<file path="src/rtl/regfile_pkg.sv">
package regfile_pkg;

    typedef enum logic {
        SIDE_SHARED = 1'b0,
        SIDE_FREE   = 1'b1
    } side_e;

    function automatic int copies_for(input int nports);
        return (nports + 1) / 2;
    endfunction

    function automatic int copy_of(input int port);
        return port / 2;
    endfunction

    function automatic side_e side_of(input int port);
        return ((port % 2) != 0) ? SIDE_FREE : SIDE_SHARED;
    endfunction

    function automatic bit copy_has_free(input int copy, input int nports);
        return (2 * copy + 1) < nports;
    endfunction

endpackage

</file>
<file path="src/rtl/rf_dp_ram.sv">
module rf_dp_ram #(
    parameter int DATA_W = 16,
    parameter int ADDR_W = 4,
    parameter bit HAS_B  = 1'b1
) (
    input  logic              clk,
    input  logic              rst,
    input  logic              a_we,
    input  logic [ADDR_W-1:0] a_addr,
    input  logic [DATA_W-1:0] a_din,
    output logic [DATA_W-1:0] a_dout,
    input  logic [ADDR_W-1:0] b_addr,
    output logic [DATA_W-1:0] b_dout
);
    localparam int DEPTH = 1 << ADDR_W;

    logic [DATA_W-1:0] mem [DEPTH];

    // Array update on the edge; reads below see pre-edge contents.
    always_ff @(posedge clk) begin
        if (a_we) begin
            mem[a_addr] <= a_din;
        end
    end

    // Side A output register, write-through on its own write.
    always_ff @(posedge clk) begin
        if (rst) begin
            a_dout <= '0;
        end else begin
            a_dout <= a_we ? a_din : mem[a_addr];
        end
    end

    generate
        if (HAS_B) begin : g_side_b
            always_ff @(posedge clk) begin
                if (rst) begin
                    b_dout <= '0;
                end else begin
                    b_dout <= mem[b_addr];
                end
            end
        end else begin : g_no_side_b
            logic unused_b;
            assign unused_b = ^b_addr;
            assign b_dout   = '0;
        end
    endgenerate

endmodule

</file>
<file path="src/rtl/rf_fwd.sv">
module rf_fwd #(
    parameter int DATA_W = 16,
    parameter int ADDR_W = 4
) (
    input  logic              clk,
    input  logic              rst,
    input  logic              wr_en,
    input  logic [ADDR_W-1:0] wr_addr,
    input  logic [DATA_W-1:0] wr_data,
    input  logic [ADDR_W-1:0] rd_addr,
    input  logic [DATA_W-1:0] ram_q,
    output logic [DATA_W-1:0] rd_q
);
    typedef struct packed {
        logic              hit;
        logic [DATA_W-1:0] word;
    } fwd_t;

    fwd_t fwd_q;

    always_ff @(posedge clk) begin
        if (rst) begin
            fwd_q <= '0;
        end else begin
            fwd_q.hit  <= wr_en && (wr_addr == rd_addr);
            fwd_q.word <= wr_data;
        end
    end

    assign rd_q = fwd_q.hit ? fwd_q.word : ram_q;

endmodule

</file>
<file path="src/rtl/rf_copy.sv">
module rf_copy #(
    parameter int DATA_W = 16,
    parameter int ADDR_W = 4,
    parameter bit HAS_B  = 1'b1
) (
    input  logic              clk,
    input  logic              rst,
    input  logic              wr_en,
    input  logic [ADDR_W-1:0] wr_addr,
    input  logic [DATA_W-1:0] wr_data,
    input  logic [ADDR_W-1:0] shr_addr,
    input  logic [ADDR_W-1:0] free_addr,
    output logic [DATA_W-1:0] shr_data,
    output logic [DATA_W-1:0] free_data
);
    logic [ADDR_W-1:0] a_addr_mux;
    logic [DATA_W-1:0] b_raw;

    // Write strobe selects the shared side's address source.
    assign a_addr_mux = wr_en ? wr_addr : shr_addr;

    rf_dp_ram #(
        .DATA_W (DATA_W),
        .ADDR_W (ADDR_W),
        .HAS_B  (HAS_B)
    ) u_ram (
        .clk    (clk),
        .rst    (rst),
        .a_we   (wr_en),
        .a_addr (a_addr_mux),
        .a_din  (wr_data),
        .a_dout (shr_data),
        .b_addr (free_addr),
        .b_dout (b_raw)
    );

    generate
        if (HAS_B) begin : g_fwd
            rf_fwd #(
                .DATA_W (DATA_W),
                .ADDR_W (ADDR_W)
            ) u_fwd (
                .clk     (clk),
                .rst     (rst),
                .wr_en   (wr_en),
                .wr_addr (wr_addr),
                .wr_data (wr_data),
                .rd_addr (free_addr),
                .ram_q   (b_raw),
                .rd_q    (free_data)
            );
        end else begin : g_nofwd
            assign free_data = b_raw;
        end
    endgenerate

endmodule

</file>
<file path="src/rtl/regfile_multiread.sv">
module regfile_multiread
    import regfile_pkg::*;
#(
    parameter int DATA_W = 16,
    parameter int ADDR_W = 4,
    parameter int NUM_RD = 5
) (
    input  logic                          clk,
    input  logic                          rst,
    input  logic                          wr_en,
    input  logic [ADDR_W-1:0]             wr_addr,
    input  logic [DATA_W-1:0]             wr_data,
    input  logic [NUM_RD-1:0][ADDR_W-1:0] rd_addr,
    output logic [NUM_RD-1:0][DATA_W-1:0] rd_data
);
    localparam int NCOPY = copies_for(NUM_RD);

    generate
        for (genvar c = 0; c < NCOPY; c++) begin : g_copy
            localparam bit HB   = copy_has_free(c, NUM_RD);
            localparam int PSHR = 2 * c;
            localparam int PFRE = HB ? (2 * c + 1) : (2 * c);

            logic [DATA_W-1:0] free_q;

            rf_copy #(
                .DATA_W (DATA_W),
                .ADDR_W (ADDR_W),
                .HAS_B  (HB)
            ) u_copy (
                .clk       (clk),
                .rst       (rst),
                .wr_en     (wr_en),
                .wr_addr   (wr_addr),
                .wr_data   (wr_data),
                .shr_addr  (rd_addr[PSHR]),
                .free_addr (rd_addr[PFRE]),
                .shr_data  (rd_data[PSHR]),
                .free_data (free_q)
            );

            if (HB) begin : g_free_out
                assign rd_data[PFRE] = free_q;
            end else begin : g_free_drop
                logic unused_free;
                assign unused_free = ^free_q;
            end
        end
    endgenerate

endmodule

</file>
<file path="config.mk">
export PLATFORM = sky130hd
export DESIGN_NAME = regfile_multiread
export DESIGN_NICKNAME = d
export VERILOG_FILES = /design/src/rtl/regfile_pkg.sv /design/src/rtl/rf_dp_ram.sv /design/src/rtl/rf_fwd.sv /design/src/rtl/rf_copy.sv /design/src/rtl/regfile_multiread.sv
export SDC_FILE = /design/constraint.sdc
export NUM_CORES = 1
export LEC_CHECK = 0
export CAP_MARGIN = 10
export CORE_ASPECT_RATIO = 1.1
export CORE_UTILIZATION = 30
export DETAILED_ROUTE_END_ITERATION = 16
export DONT_BUFFER_PORTS = 1
export GPL_TIMING_DRIVEN = 1
export MAX_ROUTING_LAYER = met4
export PLACE_DENSITY = 0.41
export REMOVE_ABC_BUFFERS = 1
export SETUP_SLACK_MARGIN = 0.2
export SLEW_MARGIN = 5
export SYNTH_ARGS = -nofsm -noshare
export SYNTH_HDL_FRONTEND = slang
export SYNTH_SLANG_ARGS = --single-unit
</file>
<file path="constraint.sdc">
create_clock -name clk -period 7.9 [get_ports clk]
set_input_delay 1.58 -clock clk [delete_from_list [all_inputs] [get_ports clk]]
set_output_delay 1.58 -clock clk [all_outputs]
set_load 0.01 [all_outputs]
</file>
Yosys cells after proc, flatten, opt, wreduce, memory -nomap -nowiden:

Memories as Yosys holds them, arrays and structs flattened. A register that Yosys moved wholly into a read port is not among the register bits.
Cells that the tools add are included.

* register bits after elaboration: 18
* bits in latches: 0
* RAM bits: 768
* memory bits (read-only): 0
* bits of input ports: 43
* output and inout port bits: 80
* logic and storage cells: 17
* memories kept: 3

Memories
* g_copy[0].u_copy.u_ram.mem: words 16, bits a word 16, rd ports 2, clocked after memory_dff 2, wr ports 1, line rf_dp_ram.sv:17 `logic [DATA_W-1:0] mem [DEPTH];`
* g_copy[1].u_copy.u_ram.mem: words 16, bits a word 16, rd ports 2, clocked after memory_dff 2, wr ports 1, line rf_dp_ram.sv:17
* g_copy[2].u_copy.u_ram.mem: words 16, bits a word 16, rd ports 1, clocked after memory_dff 1, wr ports 1, line rf_dp_ram.sv:17

* $add $sub $neg: 0
* multiply operators: 0
* divide/modulo/power cells: 0
* magnitude comparators: 0
* equality and inequality tests: 2
* shift-type cells: 0
* mux-type cells: 7
* bitwise logic cells: 0
* reduce and logical (&&, ||, !) cells: 2

Operators with widths (number)
* $mux 16: 2
* $mux 4: 3
* $eq 4x4->1: 2
* $logic_and 1x1->1: 2
* $mux 1: 2

Longest topological paths before layout:

Gate-level depths: netlist of the first run.

* depth after elaboration: 2
* depth in mapped cells: 9
* depth with buffers taken out: 5

By module:

Synthesis of the first run repeated with hierarchy kept, for this count alone.

* cell total of the unflattened synthesis: 2368
* area total of the unflattened synthesis: 38513.2 sq um

Modules (own cells, without submodules)
* rf_dp_ram (g_copy[0].u_copy.u_ram ...): instances 2, cells each 821, area an instance 13077.5 sq um, sequential area each 8328.0 sq um
* rf_dp_ram (g_copy[2].u_copy.u_ram): instances 1, cells each 592, area an instance 10719.0 sq um, sequential area each 8007.7 sq um
* rf_fwd: instances 2, cells each 61, area an instance 752.0 sq um, sequential area each 340.3 sq um
* rf_copy: instances 3, cells each 4, area an instance 45.0 sq um, sequential area each 0.0 sq um

Worst setup path after synthesis of the first run:

OpenSTA, ideal clock, no wires.

* path kind: input -> register
* start point: input wr_en
* end point: memory g_copy[0].u_copy.u_ram.mem[9][0], enable pin
* library setup time: 0.409 ns
* data arrival time: 3.703 ns
* data required time: 7.491 ns
* slack: 3.788 ns
* stages on the path: 6
* path buffers: 4
* path through: buf_4 > buf_2 > buf_1 > nand2_1 > clkbuf_1 > nor3_1

* cells in the longest elaborated chain, start to end: 2
* elaborated cells between the ends (all ways): 3
* those cells by class: mux: 3

Ends and longest elaborated chain
* from (decl): line regfile_multiread.sv:10 `input logic wr_en,`
* $mux 1: line rf_dp_ram.sv:21 `if (a_we) begin`
* $mux 1 (implied by the code): line rf_dp_ram.sv:22 `mem[a_addr] <= a_din;`
* to (decl): line rf_dp_ram.sv:17

Several ways; a longest one is shown, not always the timed one.

==> results of run 1 <==
[how the worst min path moves through the flow]
| stage | start | end | slack [ns] | cells past startpoint |
|---|---|---|---|---|
| floorplan | g_copy[2].u_copy.u_ram.mem[4][0]$_DFFE_PP_ | g_copy[2].u_copy.u_ram.a_dout[0]$_SDFF_PP0_ | 0.62 | 4 |
| global placement | g_copy[2].u_copy.u_ram.mem[4][14]$_DFFE_PP_ | g_copy[2].u_copy.u_ram.a_dout[14]$_SDFF_PP0_ | 0.68 | 4 |
| detailed placement | g_copy[2].u_copy.u_ram.mem[4][6]$_DFFE_PP_ | g_copy[2].u_copy.u_ram.a_dout[6]$_SDFF_PP0_ | 0.66 | 4 |
| CTS | g_copy[2].u_copy.u_ram.mem[4][9]$_DFFE_PP_ | g_copy[2].u_copy.u_ram.a_dout[9]$_SDFF_PP0_ | 0.69 | 4 |
| global route | g_copy[2].u_copy.u_ram.mem[5][6]$_DFFE_PP_ | g_copy[2].u_copy.u_ram.a_dout[6]$_SDFF_PP0_ | 0.73 | 4 |
| finish | g_copy[2].u_copy.u_ram.mem[4][9]$_DFFE_PP_ | g_copy[2].u_copy.u_ram.a_dout[9]$_SDFF_PP0_ | 0.69 | 4 |
[layout by cell type, fill, tap and decap left out, types with 37 or more instances in the layout]
cell,instances
o22ai_1,48
edfxtp_1,768
dfxtp_1,98
a21oi_1,112
nand2_1,130
mux2i_1,225
nor2b_1,48
o221ai_1,48
nor3_1,37
mux4_2,208
clkbuf_16,102
o21ai_0,43
buf_4,49
[area by class of cell]
type | count | area, um2
repair buffers | 49 | 367.9
multi-input cells | 1113 | 11260
clock buffers | 130 | 2718
well taps | 1632 | 2042
flip-flops and latches | 866 | 25020
fillers | 11565 | 79380
clock inverters | 53 | 516.7
inverters | 17 | 63.81
diodes | 4 | 10.01
[kinds of logic after synthesis]
logic type                Yosys count  synth area share (%)
muxes                             473                 20.07
and+or+nand+nor                   316                 3.957
xor gates and xnor gates            8                0.1906
DFF                               866                 68.05
AOI/OAI and AO/OA                 316                 5.455
buffers and inverters             173                 2.270
[stage by stage]
step / power [mW] / hold slack, ns / setup slack (ns)
after floorplan: 5.728 / 0.6239 / 2.969
after detailed placement: 6.003 / 0.6602 / 3.722
after global routing: 10.83 / 0.7325 / 4.118
after global placement: 6.002 / 0.6781 / 3.713
after CTS: 10.63 / 0.6895 / 4.149
final: 10.51 / 0.6858 / 4.196
[where the power goes]
part | switching (mW) | leakage, nW | total, mW | internal, mW
combinational | 0.414 | 4.34 | 0.719 | 0.306
clock | 1.87 | 1.59 | 4.61 | 2.73
sequential | 0.0658 | 7.75 | 5.18 | 5.11
total | 2.35 | 13.7 | 10.5 | 8.15
[registers in the layout, indices dropped and copies added, names as in the netlist]
signal / cells
g_copy.u_copy.u_ram.mem: 768
g_copy.u_copy.u_ram.b_dout: 32
g_copy.u_copy.g_fwd.u_fwd.fwd_q: 18
g_copy.u_copy.u_ram.a_dout: 48
[per-layer routing]
layer	up-vias	part of all wire, %
met5	-	0
met4	0	2.7
met3	167	6.2
met2	628	48
met1	10667	43
li1	8680	-
==> impl_metrics.yaml, run 1 <==
sta:
  relSlewSlack_pct: 18.81
  finalMaxSlewViolations: 0
  rsz0062_at_grt: "false"
  worst_slew_pin_slew_ns: 1.215
  finalCritPeriodShare_pct: 46.89
  fin_skew_ns: 0.03383
  min_period_ns: 3.704
  fin_setup_tns_ns: 0
  timing.fmax_ghz: 0.2700
  hold_violations: 0
  finalSetupViolCount: 0
synth:
  ys_ff_latch: 866
  netlist_area_um2: 36770
  synth.most_common_cell: "edfxtp_1"
  synth_top_cell_area_share_pct: 62.72
  synth_cell_types: 37
  yosysSeqAreaShare_pct: 68.05
  synth_edf_count: 768
  synthTopCellsByArea: "edfxtp_1, mux4_2, mux2i_1"
  avgSynthCellArea_um2: 17.09
  ys_warn_count: 0
  synth_top_area_cell: "edfxtp_1"
  synthFlopType: "edfxtp_1"
  synthArstFlopShare_pct: 0
  yosys-top-cells-count: "edfxtp_1, mux2i_1, mux4_2, nand2_1, a21oi_1"
  syn_inst: 2152
layout:
  final_layout_size_suffix_gt1_share_pct: 22.31
  design_area_um2: 42010
  instances_no_fill: 3864
  areaGrowthSynthToFinish_pct: 14.24
  nNetsFinal: 2189
  final_util_pct: 34.60
routing:
  routed_wl_um: 119600
  viasPerCell: 5.213
  dr.first_iter.drc_count: 1471
  firstDrtPassIters: 6
  vias: 20142
  wl_per_cell_um: 30.96
  drc: 0
  ant_nets: 0
status:
  outcome: "finished, final reports clean"
worst_setup_path:
  crit_fanout: 16
  required_ns: 6.32
  startpoint: "g_copy[0].u_copy.g_fwd.u_fwd.fwd_q[16]$_SDFF_PP0_"
  path_cells: "mux2_2"
  arrival_ns: 2.12
  crit_slowest_cell: "dfxtp_1"
  critPathTopFamily: "flip-flops"
  cp-endpoint: "rd_data[26]"
  max_stage_delay_ns: 0.89
  cp-start-kind: "register"
  r2r_cells: 4
  rrSetupSlack_ns: 6.12
  path_buf_inv: 0
  cp-end-kind: "output port"
  reg2reg_to: "g_copy[1].u_copy.u_ram.a_dout[0]$_SDFF_PP0_"
  cp_num_cells: 1
  r2r-start: "g_copy[1].u_copy.u_ram.mem[10][0]$_DFFE_PP_"
  critPathKind: "register to output port"
placed_design:
  dp_cells: 3677
  gp_congestion: 0.7665
  placed_area_um2: 38760
  port_buffers: 0
  dpl.hpwl_um: 67420
power:
  ir_worst_vdd_uv: 197.9
  pwr_density_cell_nw_per_um2: 250.1
  p_leak_nw: 13.69
floorplan:
  die_area_um2: 124000
  core_um2: 121400
  start_util_pct: 30.29
  num_rows: 134
  ios: 123
  die_height_um: 369.2
  die_x_um: 335.8
global_routing:
  grt_use_total_pct: 19.87
  top_usage_layer: "met2"
  met3_usage_pct: 4.193
  grt_pass1_vias: 21315
  grt_max_degree: 92
  grtUsageMet1_pct: 25.09
  grt_overflow: 0
  grt_pass1_wl_um: 166500
  antenna_found_initial: 11
  met2_usage_pct: 31.80
clocking:
  cts_tree: "built"
  cts-htree-levels: 3
  cts-root-buf: "clkbuf_16"
  cts_sinks: 866
  cts_buffers: 99
  cts.repair.resized: 0
  postCtsSetupRepairBufs: 0
  insertion_delay_ns: 0.70
  path_clk_slew_ns: 0.06
  clockBufferDepth: 3
  cts_hold_buf: 0
flow_run:
  cap_violations: 0
worst_hold_path:
  hold_class: "register to register"
(Power assumes the default switching activity.)
==> inputs of run 2 (changes only) <==
PLACE_DENSITY = 0.42   (was 0.41)
clock period = 3.1 ns   (was 7.9 ns; I/O delays follow)
==> impl_metrics.yaml, run 2 (same netlist as run 1, synthesis figures left out) <==
clocking:
  clockBufferDepth: 3
  cts_buffers: 99
  cts_tree: "built"
  cts_sinks: 866
  cts.repair.resized: 0
  postCtsSetupRepairBufs: 0
  insertion_delay_ns: 0.67
  cts-root-buf: "clkbuf_16"
  path_clk_slew_ns: 0.06
  cts_hold_buf: 2
  cts-htree-levels: 3
layout:
  layout_common_cells: "edfxtp_1, mux2i_1, mux4_2"
  regMostFlops: "g_copy.u_copy.u_ram.mem"
  final_common_cell: "edfxtp_1"
  top_regs: "g_copy.u_copy.u_ram.mem: 768 flops, g_copy.u_copy.u_ram.a_dout: 48 flops, g_copy.u_copy.u_ram.b_dout: 32 flops"
  areaGrowthSynthToFinish_pct: 15.59
  design_area_um2: 42500
  nNetsFinal: 2240
  final_layout_size_suffix_gt1_share_pct: 24.23
  largest_register_ffs: 768
floorplan:
  die_area_um2: 124000
  start_util_pct: 30.29
  core_um2: 121400
  ios: 123
  num_rows: 134
  die_x_um: 335.8
  die_height_um: 369.2
status:
  outcome: "finished, final reports clean"
sta:
  min_period_ns: 2.670
  hold_violations: 0
  finalSetupViolCount: 0
  setup_slack_ns: 0.4300
  fin_skew_ns: 0.02487
  worst_slew_pin_slew_ns: 1.073
  finalCritPeriodShare_pct: 86.13
  finalMaxSlewViolations: 0
  relSlewSlack_pct: 28.41
  rsz0062_at_grt: "false"
  timing.fmax_ghz: 0.3745
routing:
  ant_nets: 0
  viasPerCell: 5.232
  firstDrtPassIters: 5
  wl_per_cell_um: 30.41
  drc: 0
  routed_wl_um: 119100
  dr.first_iter.drc_count: 1994
  vias: 20490
worst_setup_path:
  required_ns: 2.48
  critPathTopFamily: "flip-flops"
  max_stage_delay_ns: 0.86
  critPathKind: "register to output port"
  startpoint: "g_copy[0].u_copy.g_fwd.u_fwd.fwd_q[16]$_SDFF_PP0_"
  path_buf_inv: 0
  crit_slowest_cell: "dfxtp_1"
  cp-start-kind: "register"
  path_cells: "mux2_2"
  cp-end-kind: "output port"
  arrival_ns: 2.05
  crit_fanout: 16
  r2r-start: "g_copy[0].u_copy.u_ram.mem[15][4]$_DFFE_PP_"
power:
  ir_worst_vdd_uv: 398.8
  p_leak_nw: 14.00
  pwr_density_cell_nw_per_um2: 627.9
  power_mw: 26.69
worst_hold_path:
  hold_class: "input port to register"
  hold_start: "wr_data[8]"
global_routing:
  antenna_found_initial: 10
  grt_pass1_wl_um: 165800
  grt_use_total_pct: 19.82
  grt_pass1_vias: 21350
  grt_overflow: 0
  grt_max_degree: 92
placed_design:
  port_buffers: 0
  dpl.hpwl_um: 68440
  gp_congestion: 0.7907
  placed_area_um2: 39220
  post-place-ws_ns: 0.3940
flow_run:
  cap_violations: 0
## run 2: changes by cell type in the layout (fill, tap and decap cells not counted), moves of 7 or more
| cell | before | now |
|---|---|---|
| buf_12 | 0 | 14 |
| nor2_4 | 12 | 4 |
| clkinv_1 | 20 | 11 |
| clkinvlp_4 | 0 | 7 |
| buf_4 | 49 | 85 |
## run 2: cell type report
class                           count  area, um2
Sequential cell                   866      25020
Fill cell                       11544      78880
Clock inverter                     49      414.1
Inverter                           17      63.81
Tap cell                         1632       2042
Multi-Input combinational cell   1113      11200
Clock buffer                      137       2825
Antenna cell                        2      5.005
Timing Repair Buffer              100      928.4
## run 2: final timing paths
path	to	slack, ns	cells past startpoint
setup / recovery	rd_data[20]	0.43	1
hold / removal	g_copy[0].u_copy.u_ram.mem[15][8]$_DFFE_PP_	0.04	0
setup reg to reg	g_copy[0].u_copy.u_ram.b_dout[4]$_SDFF_PP0_	1.38	3
hold reg to reg	g_copy[2].u_copy.u_ram.a_dout[2]$_SDFF_PP0_	0.69	4
## run 2: metal layers
metal | vias up | wire length (um) | GRT usage (%)
met1 | 10859 | 50130 | 25.05
met2 | 710 | 56780 | 31.30
met3 | 145 | 9149 | 5.173
li1 | 8776 | - | -
met5 | - | 0 | -
met4 | 0 | 3032 | 5.664
## run 2: report_power, final
part           switching [mW]  leakage [nW]  internal [mW]  total, mW
registers               0.170          7.75           13.0       13.2
clock network            4.74          1.58           6.85       11.6
logic                    1.06          4.66          0.844       1.90
total                    5.96          14.0           20.7       26.7
## run 2: per-stage QoR
stage               cells  hold WS (ns)  util [%]  TNS [ns]
finish               3916       0.03979     35.01         0
global route         3914      0.005720     35.01         0
CTS                  3914     0.0001297     35.01         0
detailed placement   3726        0.6744     32.31         0
global placement     3726        0.6604     32.31         0
floorplan            1996        0.6239         -    -40.65
==> inputs of run 3 (changes only) <==
CORE_UTILIZATION = 57   (was 30)
PLACE_DENSITY = 0.72   (was 0.42)
==> impl_metrics.yaml, run 3 (same netlist as run 1, synthesis figures left out) <==
status:
  outcome: "finished, final reports clean"
floorplan:
  num_rows: 97
  ios: 123
  start_util_pct: 57.71
  die_x_um: 244.2
  die_area_um2: 65530
  die_height_um: 268.4
  core_um2: 63720
worst_setup_path:
  cp-end-kind: "output port"
  required_ns: 2.48
  max_stage_delay_ns: 0.86
  path_cells: "mux2_2"
  crit_fanout: 16
  crit_slowest_cell: "dfxtp_1"
  critPathTopFamily: "flip-flops"
  cp-start-kind: "register"
  arrival_ns: 2.04
  critPathKind: "register to output port"
  path_buf_inv: 0
global_routing:
  antenna_found_initial: 3
  grt_use_total_pct: 31.71
  grt_overflow: 0
  grt_max_degree: 92
  grt_pass1_vias: 21123
  grt_pass1_wl_um: 142900
routing:
  wl_per_cell_um: 32.13
  drc: 0
  dr.first_iter.drc_count: 2669
  firstDrtPassIters: 5
  ant_nets: 0
  viasPerCell: 6.810
  vias: 21030
  routed_wl_um: 99220
layout:
  design_area_um2: 40870
  final_util_pct: 64.15
  top_regs: "g_copy.u_copy.u_ram.mem: 768 flops, g_copy.u_copy.u_ram.a_dout: 48 flops, g_copy.u_copy.u_ram.b_dout: 32 flops"
  layout_common_cells: "edfxtp_1, mux2i_1, mux4_2"
  regMostFlops: "g_copy.u_copy.u_ram.mem"
  nNetsFinal: 2215
  final_common_cell: "edfxtp_1"
  final_layout_size_suffix_gt1_share_pct: 23.09
  areaGrowthSynthToFinish_pct: 11.16
  largest_register_ffs: 768
  instances_no_fill: 3088
power:
  p_leak_nw: 13.70
  ir_worst_vdd_uv: 521.5
  pwr_density_cell_nw_per_um2: 618.9
  power_mw: 25.30
clocking:
  cts-htree-levels: 3
  cts_sinks: 866
  cts-root-buf: "clkbuf_16"
  clockBufferDepth: 3
  postCtsSetupRepairBufs: 0
  insertion_delay_ns: 0.66
  cts_tree: "built"
  cts_hold_buf: 0
  path_clk_slew_ns: 0.07
  cts_buffers: 85
  cts.repair.resized: 0
sta:
  finalMaxSlewViolations: 0
  min_period_ns: 2.657
  hold_violations: 0
  whs_ns: 0.05771
  finalSetupViolCount: 0
  finalCritPeriodShare_pct: 85.70
  worst_slew_pin_slew_ns: 1.106
  fin_skew_ns: 0.03128
  rsz0062_at_grt: "false"
  timing.fmax_ghz: 0.3764
  relSlewSlack_pct: 26.19
flow_run:
  cap_violations: 0
placed_design:
  dpl.hpwl_um: 58010
  port_buffers: 0
  gp_congestion: 0.9270
  dp_cells: 2924
  placed_area_um2: 38050
worst_hold_path:
  hold_class: "input port to register"
-- run 3: cell types whose count changed in the layout (fill, tap and decap cells not counted), moves of 3 or more --
cell        delta
buf_12         -7
buf_4          -4
clkbuf_1       -5
clkbuf_16     -15
clkbuf_8       -5
clkinv_1       -3
clkinvlp_4     -3
nor2_1         +5
nor2_2         -3
-- run 3: layer usage --
metal / part of all wire, % / track usage, % / vias up / routed length (um)
li1: - / - / 8705 / -
met1: 36 / 39.07 / 10765 / 35640
met2: 47 / 48.03 / 1305 / 46960
met3: 12 / 9.767 / 255 / 11770
met4: 4.9 / 15.37 / 0 / 4842
met5: 0 / - / - / 0
-- run 3: worst paths after layout --
path	slack, ns	cells after the start	to	start
setup / recovery	0.44	1	rd_data[53]	g_copy[1].u_copy.g_fwd.u_fwd.fwd_q[16]$_SDFF_PP0_
hold / removal	0.06	1	g_copy[0].u_copy.u_ram.b_dout[15]$_SDFF_PP0_	rst
setup reg to reg	1.36	3	g_copy[1].u_copy.u_ram.b_dout[2]$_SDFF_PP0_	g_copy[1].u_copy.u_ram.mem[5][2]$_DFFE_PP_
hold reg to reg	0.67	4	g_copy[2].u_copy.u_ram.a_dout[6]$_SDFF_PP0_	g_copy[2].u_copy.u_ram.mem[4][6]$_DFFE_PP_
-- run 3: final cells by class --
cell class	count	area [um2]
clock inverters	47	444.2
diodes	4	10.01
repair buffers	89	762.0
well taps	841	1052
multi-input cells	1113	11170
flip-flops and latches	866	25020
inverters	17	63.81
fillers	4354	22840
clock buffers	111	2349
-- run 3: metrics by stage --
step           setup TNS, ns  setup WS (ns)
6_report                   0         0.4434
5_1_grt                    0         0.3813
4_1_cts                    0         0.4534
3_5_place_dp               0         0.3454
3_3_place_gp               0         0.4312
2_1_floorplan         -40.65        -0.8714
-- run 3: report_power, final --
part | total [mW] | internal [mW] | switching (mW) | leakage [nW]
logic | 1.79 | 0.813 | 0.975 | 4.57
clock network | 10.3 | 5.95 | 4.36 | 1.37
registers | 13.2 | 13.0 | 0.180 | 7.75
total | 25.3 | 19.8 | 5.52 | 13.7
